$ cat src/rtl/nds_pkg.sv
package nds_pkg;

    localparam int          BUS_W        = 8;
    localparam int          CMD_W        = 8;
    localparam int          MAX_INFLIGHT = 2;
    localparam logic [CMD_W-1:0] CMD_SHOW_STATUS = 8'h70;
    localparam logic [CMD_W-1:0] CMD_SHOW_DATA   = 8'h00;

    typedef enum logic [1:0] {
        OP_PROG  = 2'd0,
        OP_ERASE = 2'd1,
        OP_READ  = 2'd2,
        OP_CACHE = 2'd3
    } op_kind_e;

    typedef enum logic [1:0] {
        ECC_CLEAN  = 2'd0,
        ECC_FIXED  = 2'd1,
        ECC_BAD    = 2'd2,
        ECC_BAD_X  = 2'd3
    } ecc_res_e;

    // bit order is the status byte order, MSB first
    typedef struct packed {
        logic wp_open;
        logic rdy;
        logic ardy;
        logic rsv4;
        logic rewrite;
        logic rsv2;
        logic fail_prev;
        logic fail_now;
    } stat_t;

    typedef struct packed {
        logic rdy;
        logic ardy;
        logic rewrite;
        logic fail_prev;
        logic fail_now;
    } trk_t;

    function automatic stat_t build_status(input logic wp_active, input trk_t t);
        stat_t s;
        s.wp_open   = ~wp_active;
        s.rdy       = t.rdy;
        s.ardy      = t.ardy;
        s.rsv4      = 1'b0;
        s.rewrite   = t.rewrite;
        s.rsv2      = 1'b0;
        s.fail_prev = t.fail_prev;
        s.fail_now  = t.fail_now;
        return s;
    endfunction

    function automatic logic ecc_uncorrectable(input ecc_res_e e);
        return (e == ECC_BAD) || (e == ECC_BAD_X);
    endfunction

endpackage

$ cat src/rtl/nds_op_tracker.sv
module nds_op_tracker
    import nds_pkg::*;
#(
    parameter int INFLIGHT = MAX_INFLIGHT
) (
    input  logic       clk,
    input  logic       rst,
    input  logic       op_start,
    input  logic [1:0] op_kind,
    input  logic       op_done,
    input  logic       op_fail,
    input  logic       cache_rdy,
    input  logic [1:0] ecc_res,
    output trk_t       trk
);

    localparam int CNT_W = $clog2(INFLIGHT + 1);
    localparam logic [CNT_W-1:0] CNT_MAX = CNT_W'(INFLIGHT);
    localparam logic [CNT_W-1:0] CNT_ONE = CNT_W'(1);

    logic [CNT_W-1:0] cnt_q;
    op_kind_e         kind_q;
    trk_t             st_q;

    op_kind_e req_kind;
    ecc_res_e ecc_e;
    logic     done_ev, rel_ev, start_ok, start_ev;

    assign req_kind = op_kind_e'(op_kind);
    assign ecc_e    = ecc_res_e'(ecc_res);

    // completion outranks everything else in a cycle
    assign done_ev  = op_done && (cnt_q != '0);
    assign rel_ev   = !done_ev && cache_rdy && !st_q.rdy
                      && (kind_q == OP_CACHE) && (cnt_q == CNT_ONE);
    assign start_ok = st_q.rdy && ((req_kind == OP_CACHE) ? (cnt_q < CNT_MAX)
                                                          : (cnt_q == '0));
    assign start_ev = !done_ev && !rel_ev && op_start && start_ok;

    always_ff @(posedge clk) begin
        if (rst) begin
            cnt_q        <= '0;
            kind_q       <= OP_PROG;
            st_q.rdy     <= 1'b1;
            st_q.ardy    <= 1'b1;
            st_q.rewrite <= 1'b0;
            st_q.fail_prev <= 1'b0;
            st_q.fail_now  <= 1'b0;
        end else if (done_ev) begin
            cnt_q    <= cnt_q - CNT_ONE;
            st_q.rdy <= 1'b1;
            if (cnt_q == CNT_ONE) st_q.ardy <= 1'b1;
            if (kind_q == OP_READ) begin
                st_q.fail_now <= ecc_uncorrectable(ecc_e);
                st_q.rewrite  <= (ecc_e == ECC_FIXED);
            end else begin
                st_q.fail_now <= op_fail;
            end
        end else if (rel_ev) begin
            st_q.rdy <= 1'b1;
        end else if (start_ev) begin
            cnt_q        <= cnt_q + CNT_ONE;
            kind_q       <= req_kind;
            st_q.rdy     <= 1'b0;
            st_q.ardy    <= 1'b0;
            st_q.rewrite <= 1'b0;
            st_q.fail_now <= 1'b0;
            if (req_kind == OP_CACHE) st_q.fail_prev <= st_q.fail_now;
        end
    end

    assign trk = st_q;


    ardy_implies_rdy_chk: assert property (@(posedge clk) disable iff (rst)
        st_q.ardy |-> st_q.rdy);


    inflight_bound_chk: assert property (@(posedge clk) disable iff (rst)
        cnt_q <= CNT_MAX);


    cache_shift_chk: assert property (@(posedge clk) disable iff (rst)
        (start_ev && req_kind == OP_CACHE) |=>
            (st_q.fail_prev == $past(st_q.fail_now)) && !st_q.fail_now);


    last_done_ready_chk: assert property (@(posedge clk) disable iff (rst)
        (done_ev && cnt_q == CNT_ONE) |=> (st_q.rdy && st_q.ardy && cnt_q == '0));

endmodule

$ cat src/rtl/nds_status_pack.sv
module nds_status_pack
    import nds_pkg::*;
(
    input  logic  wp_active,
    input  trk_t  trk,
    output stat_t status
);

    assign status = build_status(wp_active, trk);

endmodule

$ cat src/rtl/nds_out_steer.sv
module nds_out_steer
    import nds_pkg::*;
(
    input  logic             clk,
    input  logic             rst,
    input  logic             cmd_valid,
    input  logic [CMD_W-1:0] cmd_code,
    input  stat_t            status,
    input  logic [BUS_W-1:0] data_in,
    output logic [BUS_W-1:0] io_out,
    output logic             show_status
);

    logic show_q;

    always_ff @(posedge clk) begin
        if (rst) begin
            show_q <= 1'b0;
        end else if (cmd_valid) begin
            if (cmd_code == CMD_SHOW_STATUS)    show_q <= 1'b1;
            else if (cmd_code == CMD_SHOW_DATA) show_q <= 1'b0;
        end
    end

    // combinational select: status changes appear without a new request
    assign io_out      = show_q ? BUS_W'(status) : data_in;
    assign show_status = show_q;


    status_sel_chk: assert property (@(posedge clk) disable iff (rst)
        (cmd_valid && cmd_code == CMD_SHOW_STATUS) |=> show_q);


    data_sel_chk: assert property (@(posedge clk) disable iff (rst)
        (cmd_valid && cmd_code == CMD_SHOW_DATA) |=> (io_out == data_in));

endmodule

$ cat src/rtl/nand_die_status.sv
module nand_die_status
    import nds_pkg::*;
(
    input  logic       clk,
    input  logic       rst,
    input  logic       cmd_valid,
    input  logic [7:0] cmd_code,
    input  logic       wp_active,
    input  logic       op_start,
    input  logic [1:0] op_kind,
    input  logic       op_done,
    input  logic       op_fail,
    input  logic       cache_rdy,
    input  logic [1:0] ecc_res,
    input  logic [7:0] data_in,
    output logic [7:0] io_out,
    output logic       rb_n
);

    trk_t  trk;
    stat_t status;
    logic  show_status;

    nds_op_tracker #(.INFLIGHT(MAX_INFLIGHT)) u_trk (
        .clk       (clk),
        .rst       (rst),
        .op_start  (op_start),
        .op_kind   (op_kind),
        .op_done   (op_done),
        .op_fail   (op_fail),
        .cache_rdy (cache_rdy),
        .ecc_res   (ecc_res),
        .trk       (trk)
    );

    nds_status_pack u_pack (
        .wp_active (wp_active),
        .trk       (trk),
        .status    (status)
    );

    nds_out_steer u_steer (
        .clk         (clk),
        .rst         (rst),
        .cmd_valid   (cmd_valid),
        .cmd_code    (cmd_code),
        .status      (status),
        .data_in     (data_in),
        .io_out      (io_out),
        .show_status (show_status)
    );

    assign rb_n = status.rdy;


    rb_match_chk: assert property (@(posedge clk) disable iff (rst)
        show_status |-> (io_out[6] == rb_n));


    reserved_zero_chk: assert property (@(posedge clk) disable iff (rst)
        show_status |-> (io_out[4] == 1'b0 && io_out[2] == 1'b0));


    wp_bit_chk: assert property (@(posedge clk) disable iff (rst)
        show_status |-> (io_out[7] == !wp_active));

endmodule

$ cat config.mk
export PLATFORM = sky130hd
export DESIGN_NAME = nand_die_status
export DESIGN_NICKNAME = d
export VERILOG_FILES = /design/src/rtl/nds_pkg.sv /design/src/rtl/nds_op_tracker.sv /design/src/rtl/nds_status_pack.sv /design/src/rtl/nds_out_steer.sv /design/src/rtl/nand_die_status.sv
export SDC_FILE = /design/constraint.sdc
export NUM_CORES = 1
export LEC_CHECK = 0
export ABC_AREA = 1
export ABC_CLOCK_PERIOD_IN_PS = 1200
export CELL_PAD_IN_SITES_DETAIL_PLACEMENT = 2
export CELL_PAD_IN_SITES_GLOBAL_PLACEMENT = 2
export CORE_MARGIN = 3
export CORE_UTILIZATION = 15
export CTS_CLUSTER_SIZE = 8
export DETAILED_ROUTE_END_ITERATION = 10
export PLACE_DENSITY = 0.67
export SKIP_LAST_GASP = 1
export SLEW_MARGIN = 20
export SYNTH_ARGS = -nofsm -noshare
export SYNTH_HDL_FRONTEND = slang
export SYNTH_SLANG_ARGS = --single-unit
$ cat constraint.sdc
create_clock -name clk -period 1.2 [get_ports clk]
set_input_delay 0.24 -clock clk [delete_from_list [all_inputs] [get_ports clk]]
set_output_delay 0.24 -clock clk [all_outputs]
set_load 0.02 [all_outputs]
== Word-level counts from Yosys, hierarchy flattened ==
Cells that the tools add are included.

* Bits in registers: 10
* Input port bits: 28
* Output and inout port bits: 9
* Word-level logic and storage cells: 65

* Add/sub/neg operators: 2
* Order comparisons: 1
* Equality and inequality tests: 11
* Multiplexer cells: 15
* Bitwise operators: 3
* Reductions and logical operators: 25

{| class="wikitable"
|+ Operators with widths
! kind !! number
|-
| $eq A2 B2 Y1 const B || 5
|-
| $logic_and A1 B1 Y1 || 9
|-
| $reduce_and A3 Y1 || 3
|-
| $eq A8 B7 Y1 const B || 1
|-
| $logic_not A8 Y1 || 1
|-
| $mux W1 || 8
|-
| $mux W2 || 4
|-
| $mux W8 || 1
|-
| $reduce_bool A2 Y1 || 3
|-
| $mux W5 || 1
|-
| $eq A2 B1 Y1 const B || 2
|-
| $mux W4 || 1
|-
| $ne A2 B2 Y1 const B || 2
|-
| $reduce_and A2 Y1 || 2
|-
| $reduce_and A4 Y1 || 1
|-
| $logic_not A1 Y1 || 3
|-
| $not A1 Y1 || 3
|-
| $reduce_or A3 Y1 || 1
|-
| $add A2 B1 Y2 const B || 1
|-
| $logic_not A2 Y1 || 1
|-
| $lt A2 B2 Y1 const B || 1
|-
| $ne A2 B1 Y1 const B || 1
|-
| $sub A2 B1 Y2 const B || 1
|-
| $logic_or A1 B1 Y1 || 1
|}

== Depth between registers and ports, before layout ==
* Word-level depth: 14
* Depth in mapped cells: 9
* Mapped depth without buffers: 9

== Modules after synthesis ==
From an unflattened synthesis, not the netlist that was laid out.

* Cells, all modules: 108
* Area total of the unflattened synthesis: 799.5 um2

{| class="wikitable"
|+ Modules (own cells, without submodules)
! module !! times used !! cells each !! area each (um2) !! sequential area each (um2)
|-
| nds_op_tracker || 1 || 74 || 524.3 || 180.2
|-
| nds_out_steer || 1 || 25 || 215.2 || 20.0
|-
| nds_status_pack || 1 || 9 || 60.1 || 0.0
|}

== Worst setup path before layout ==
Ideal clock, no wire load.

* Path type: flip-flop to output port
* Start point: register u_trk.st_q, in the netlist u_trk.trk[4]
* End point: output port io_out[6]
* Data arrival time: 1.055 ns
* Data required time: 0.960 ns
* Setup slack: -0.095 ns
* Cell stages (with the launch flop): 3
* Path buffers: 0
* Path through: dfxtp_1 -> inv_1 -> o21ai_0

* Cells in the longest elaborated chain, start to end: 1

{| class="wikitable"
|+ Ends and longest elaborated chain
! element !! RTL line !! source
|-
| from (decl) || nds_op_tracker.sv:23 || <nowiki>trk_t st_q;</nowiki>
|-
| $mux W8 || nds_out_steer.sv:26 || <nowiki>assign io_out = show_q ? BUS_W'(status) : data_in;</nowiki>
|-
| to (decl) || nand_die_status.sv:16 || <nowiki>output logic [7:0] io_out,</nowiki>
|}

No other way between the ends.

== Worst setup path after layout ==
* Start point: register u_steer.show_q, in the netlist u_steer.show_status
* End point: output port io_out[7]

* Cells in the longest elaborated chain, start to end: 1

{| class="wikitable"
|+ Ends and longest elaborated chain
! element !! RTL line !! source
|-
| from (decl) || nds_out_steer.sv:14 || <nowiki>logic show_q;</nowiki>
|-
| from (signal assigned) || nds_out_steer.sv:18 || <nowiki>show_q <= 1'b0;</nowiki>
|-
| from (signal assigned) || nds_out_steer.sv:20 || <nowiki>if (cmd_code == CMD_SHOW_STATUS) show_q <= 1'b1;</nowiki>
|-
| from (signal assigned) || nds_out_steer.sv:21 || <nowiki>else if (cmd_code == CMD_SHOW_DATA) show_q <= 1'b0;</nowiki>
|-
| $mux W8 || nds_out_steer.sv:26 ||
|}

No other way between the ends.

==> flow_summary.yaml <==
pwr:
  p_int_mw: 1.32
  power_frac_seq_pct: 22.3
  max-vdd-ir-drop_v: 0.000598
  p_switching_mw: 0.914
  clkPwrFrac_pct: 19.7
  p_comb_share_pct: 58.0
  static-leakage-power_nw: 0.678
  p_per_area_nw_per_um2: 1530
  p_total_mw: 2.24
  switching_share_pct: 40.9
place:
  gp_congestion: 0.683
  place_inst: 205
  post_dp_cell_area_um2: 1170
  place_ws_ps: -514
  dp_hpwl_um: 2070
  portBuffers: 36
timing:
  finalHoldViolations: 0
  relSlewSlack_pct: 72.4
  period_needed_ps: 1270
  finalSetupTns_ps: -342
  worst_pin_slew_ps: 412
  skew_ps: 2.26
  finalCritPeriodShare_pct: 106
  setup_viol: 9
  fmax_ghz: 0.787
  rsz0062_at_grt: "yes"
  setup_ws_ps: -71.2
  report.final.slew_viol_count: 0
  fin_hold_ws_ps: 418
min_path:
  holdPathEnd: "u_trk.kind_q[1]$_SDFFE_PP0P_"
  min_path_type: "in -> reg"
  hold_path_startpoint: "op_kind[1]"
  hold_depth: 3
final_layout:
  area_delta_synth_final_pct: 126
  layout-drive-gt1-share_pct: 47.2
  multiInputGateArea_um2: 546
  final_nets: 192
  stdcell_count: 211
  fillers: 477
  n_antenna_cell: 0
  postLayoutCellArea_um2: 1460
  utilization_pct: 35.8
  ff_latch_area_um2: 206
yosys:
  yosys.area.top_type_share_pct: 31.0
  synthTopCellsByCount: "nand2_1 (25), inv_1 (18), nor2_1 (16), dfxtp_1 (10), a21oi_1 (8)"
  synth_area_leader_cell: "dfxtp_1"
  syn_nets: 135
  synth_edf_count: 0
  synth_seq_cells: 10
  async_flop_share_pct: 0
  synth_area_leaders: "dfxtp_1 (31%), nand2_1 (15%), inv_1 (10%), nor2_1 (9.3%), a21oi_1 (6.2%)"
  syn_inst: 105
  synth.distinct_cells: 18
  syn_avg_cell_area_um2: 6.15
  synth.most_common_cell: "nand2_1"
  seq_area_frac_synth_pct: 31.0
  yosys_warnings: 0
  synth_area_um2: 646
  synthFlopType: "dfxtp_1"
global_route:
  grt_max_degree: 10
  grt_pass1_vias: 1032
  overflow: 0
  grt_first_pass_wirelength_um: 4470
  grt_util_all_layers_pct: 11.0
  grt_antenna_before_repair: 0
setup_path:
  crit_chain: "inv_4 -> o21ai_0 -> buf_2"
  cp_top_family: "flip-flops"
  rrSetupSlack_ps: -50
  crit_fanout: 4
  cp_num_buf_inv: 2
  cp-start-kind: "flip-flop"
  end_kind: "primary output"
  reg2reg_depth: 9
  r2r_end: "u_trk.trk[3]$_SDFFE_PP1P_"
  critPathKind: "reg -> out"
  arrival_ps: 1030
  slowest_delay_ps: 400
  slowest_stage: "dfxtp_4"
  reg2reg_from: "u_trk.cnt_q[1]$_SDFFE_PP0P_"
  worst_ep_required_time_ps: 960
detailed_routing:
  drtPass1Iterations: 3
  num_vias: 906
  viasPerCell: 4.29
  final_antenna_net_count: 0
  wire_per_inst_um: 13.3
  drt_wl_total_um: 2820
  drc_errors: 0
  first_iter_violations: 27
die:
  dieWidth_um: 71.6
  rows: 23
  core_area_um2: 4090
  dieArea_um2: 5130
  fp.dieH_um: 71.6
  initial_core_util_pct: 15.8
  io_pins: 37
clock_tree:
  cts.path.max_buffers: 2
  clock_latency_ps: 240
  cts_root_buffer: "clkbuf_8"
  clkSlewWorstSetupHoldPaths_ps: 50
  htree_levels: 1
  cts_tree: "built"
  clock-sinks: 10
  numCtsBuffers: 3
flow_run:
  maxCapViolCount: 0
status:
  status: "complete, but fails checks"
  violations: "negative setup slack"
-- metal layers --
metal | vias up | global-route usage [%] | wire, µm | part of all wire [%]
met5 | - | 0 | 0 | 0
met4 | 0 | 3.76 | 30 | 1.1
met3 | 3 | 2.81 | 101 | 3.6
met2 | 21 | 21.0 | 1620 | 57
met1 | 440 | 11.6 | 1070 | 38
li1 | 442 | - | - | -
-- layout make-up --
cell class	count	area share, %
multi-input cells	75	37.3
flip-flops and latches	10	14.1
well taps	50	4.28
repair buffers	51	33.7
clock buffers	4	3.77
inverters	20	6.34
repair inverters	1	0.428
-- flip-flops by register name (all words and copies together), names as in the netlist --
signal               count
u_trk.trk                5
u_trk.kind_q             2
u_trk.cnt_q              2
u_steer.show_status      1
-- power by group through the flow --
stage	clock network [mW]	logic (mW)	registers [mW]
2_1_floorplan	0	0.454	0.483
3_3_place_gp	0	0.861	0.468
6_report	0.441	1.30	0.498
4_1_cts	0.453	1.13	0.487
3_5_place_dp	0	0.885	0.471
5_1_grt	0.468	1.41	0.512
-- worst reg2reg max path: stages (launching register included) --
cell	delay [ps]
dfxtp_2	330
inv_4	70
ha_4	150
inv_6	50
nand2_4	60
nand3_4	90
nor2_4	170
inv_2	80
o21ai_2	70
nand2_1	60
-- how the worst max path moves through the flow --
stage                                                 from                   endpoint  cells past startpoint
after global placement                          data_in[7]                  io_out[7]                      4
final                     u_steer.show_status$_SDFFE_PP0P_                  io_out[7]                      3
after CTS                                       data_in[7]                  io_out[7]                      4
after floorplan           u_steer.show_status$_SDFFE_PP0P_                  io_out[0]                      2
after global routing           u_trk.cnt_q[0]$_SDFFE_PP0P_  u_trk.trk[3]$_SDFFE_PP1P_                      9
after detailed placement                        data_in[7]                  io_out[7]                      4
-- kinds of logic (layout without fill, tap and decap cells) --
kind of cell    after synthesis  in the layout  synth area share, %
compound gates               20             20                 16.9
xor+xnor                      1              1                 1.36
fa+ha+maj                     2              2                 3.88
buf+inv                      20             76                 11.6
flops                        10             10                 31.0
simple gates                 52             52                 35.3
-- layout by cell type (no fill, tap or decap), drive strengths merged --
master,netlist,routed
nor2,17,17
nand3,4,4
or2,1,1
o21ai,10,10
a21oi,8,8
nand2,28,28
o211ai,2,2
buf,0,24
clkdlybuf4s50,0,22
inv,20,21
xnor2,1,1
nand4,2,2
ha,2,2
clkbuf,0,4
dlymetal6s2s,0,2
dlygate4sd2,0,3
dfxtp,10,10
-- repair_timing --
action | 4_1_cts | 5_1_grt
gates resized for setup | 92 | 33
setup buffers | 0 | 1
pin swaps | 17 | 10
gates cloned | 0 | 1
hold buffers | 0 | 0
endpoints found under the setup margin | 18 | 18
Power figures use the tool's default switching activity.
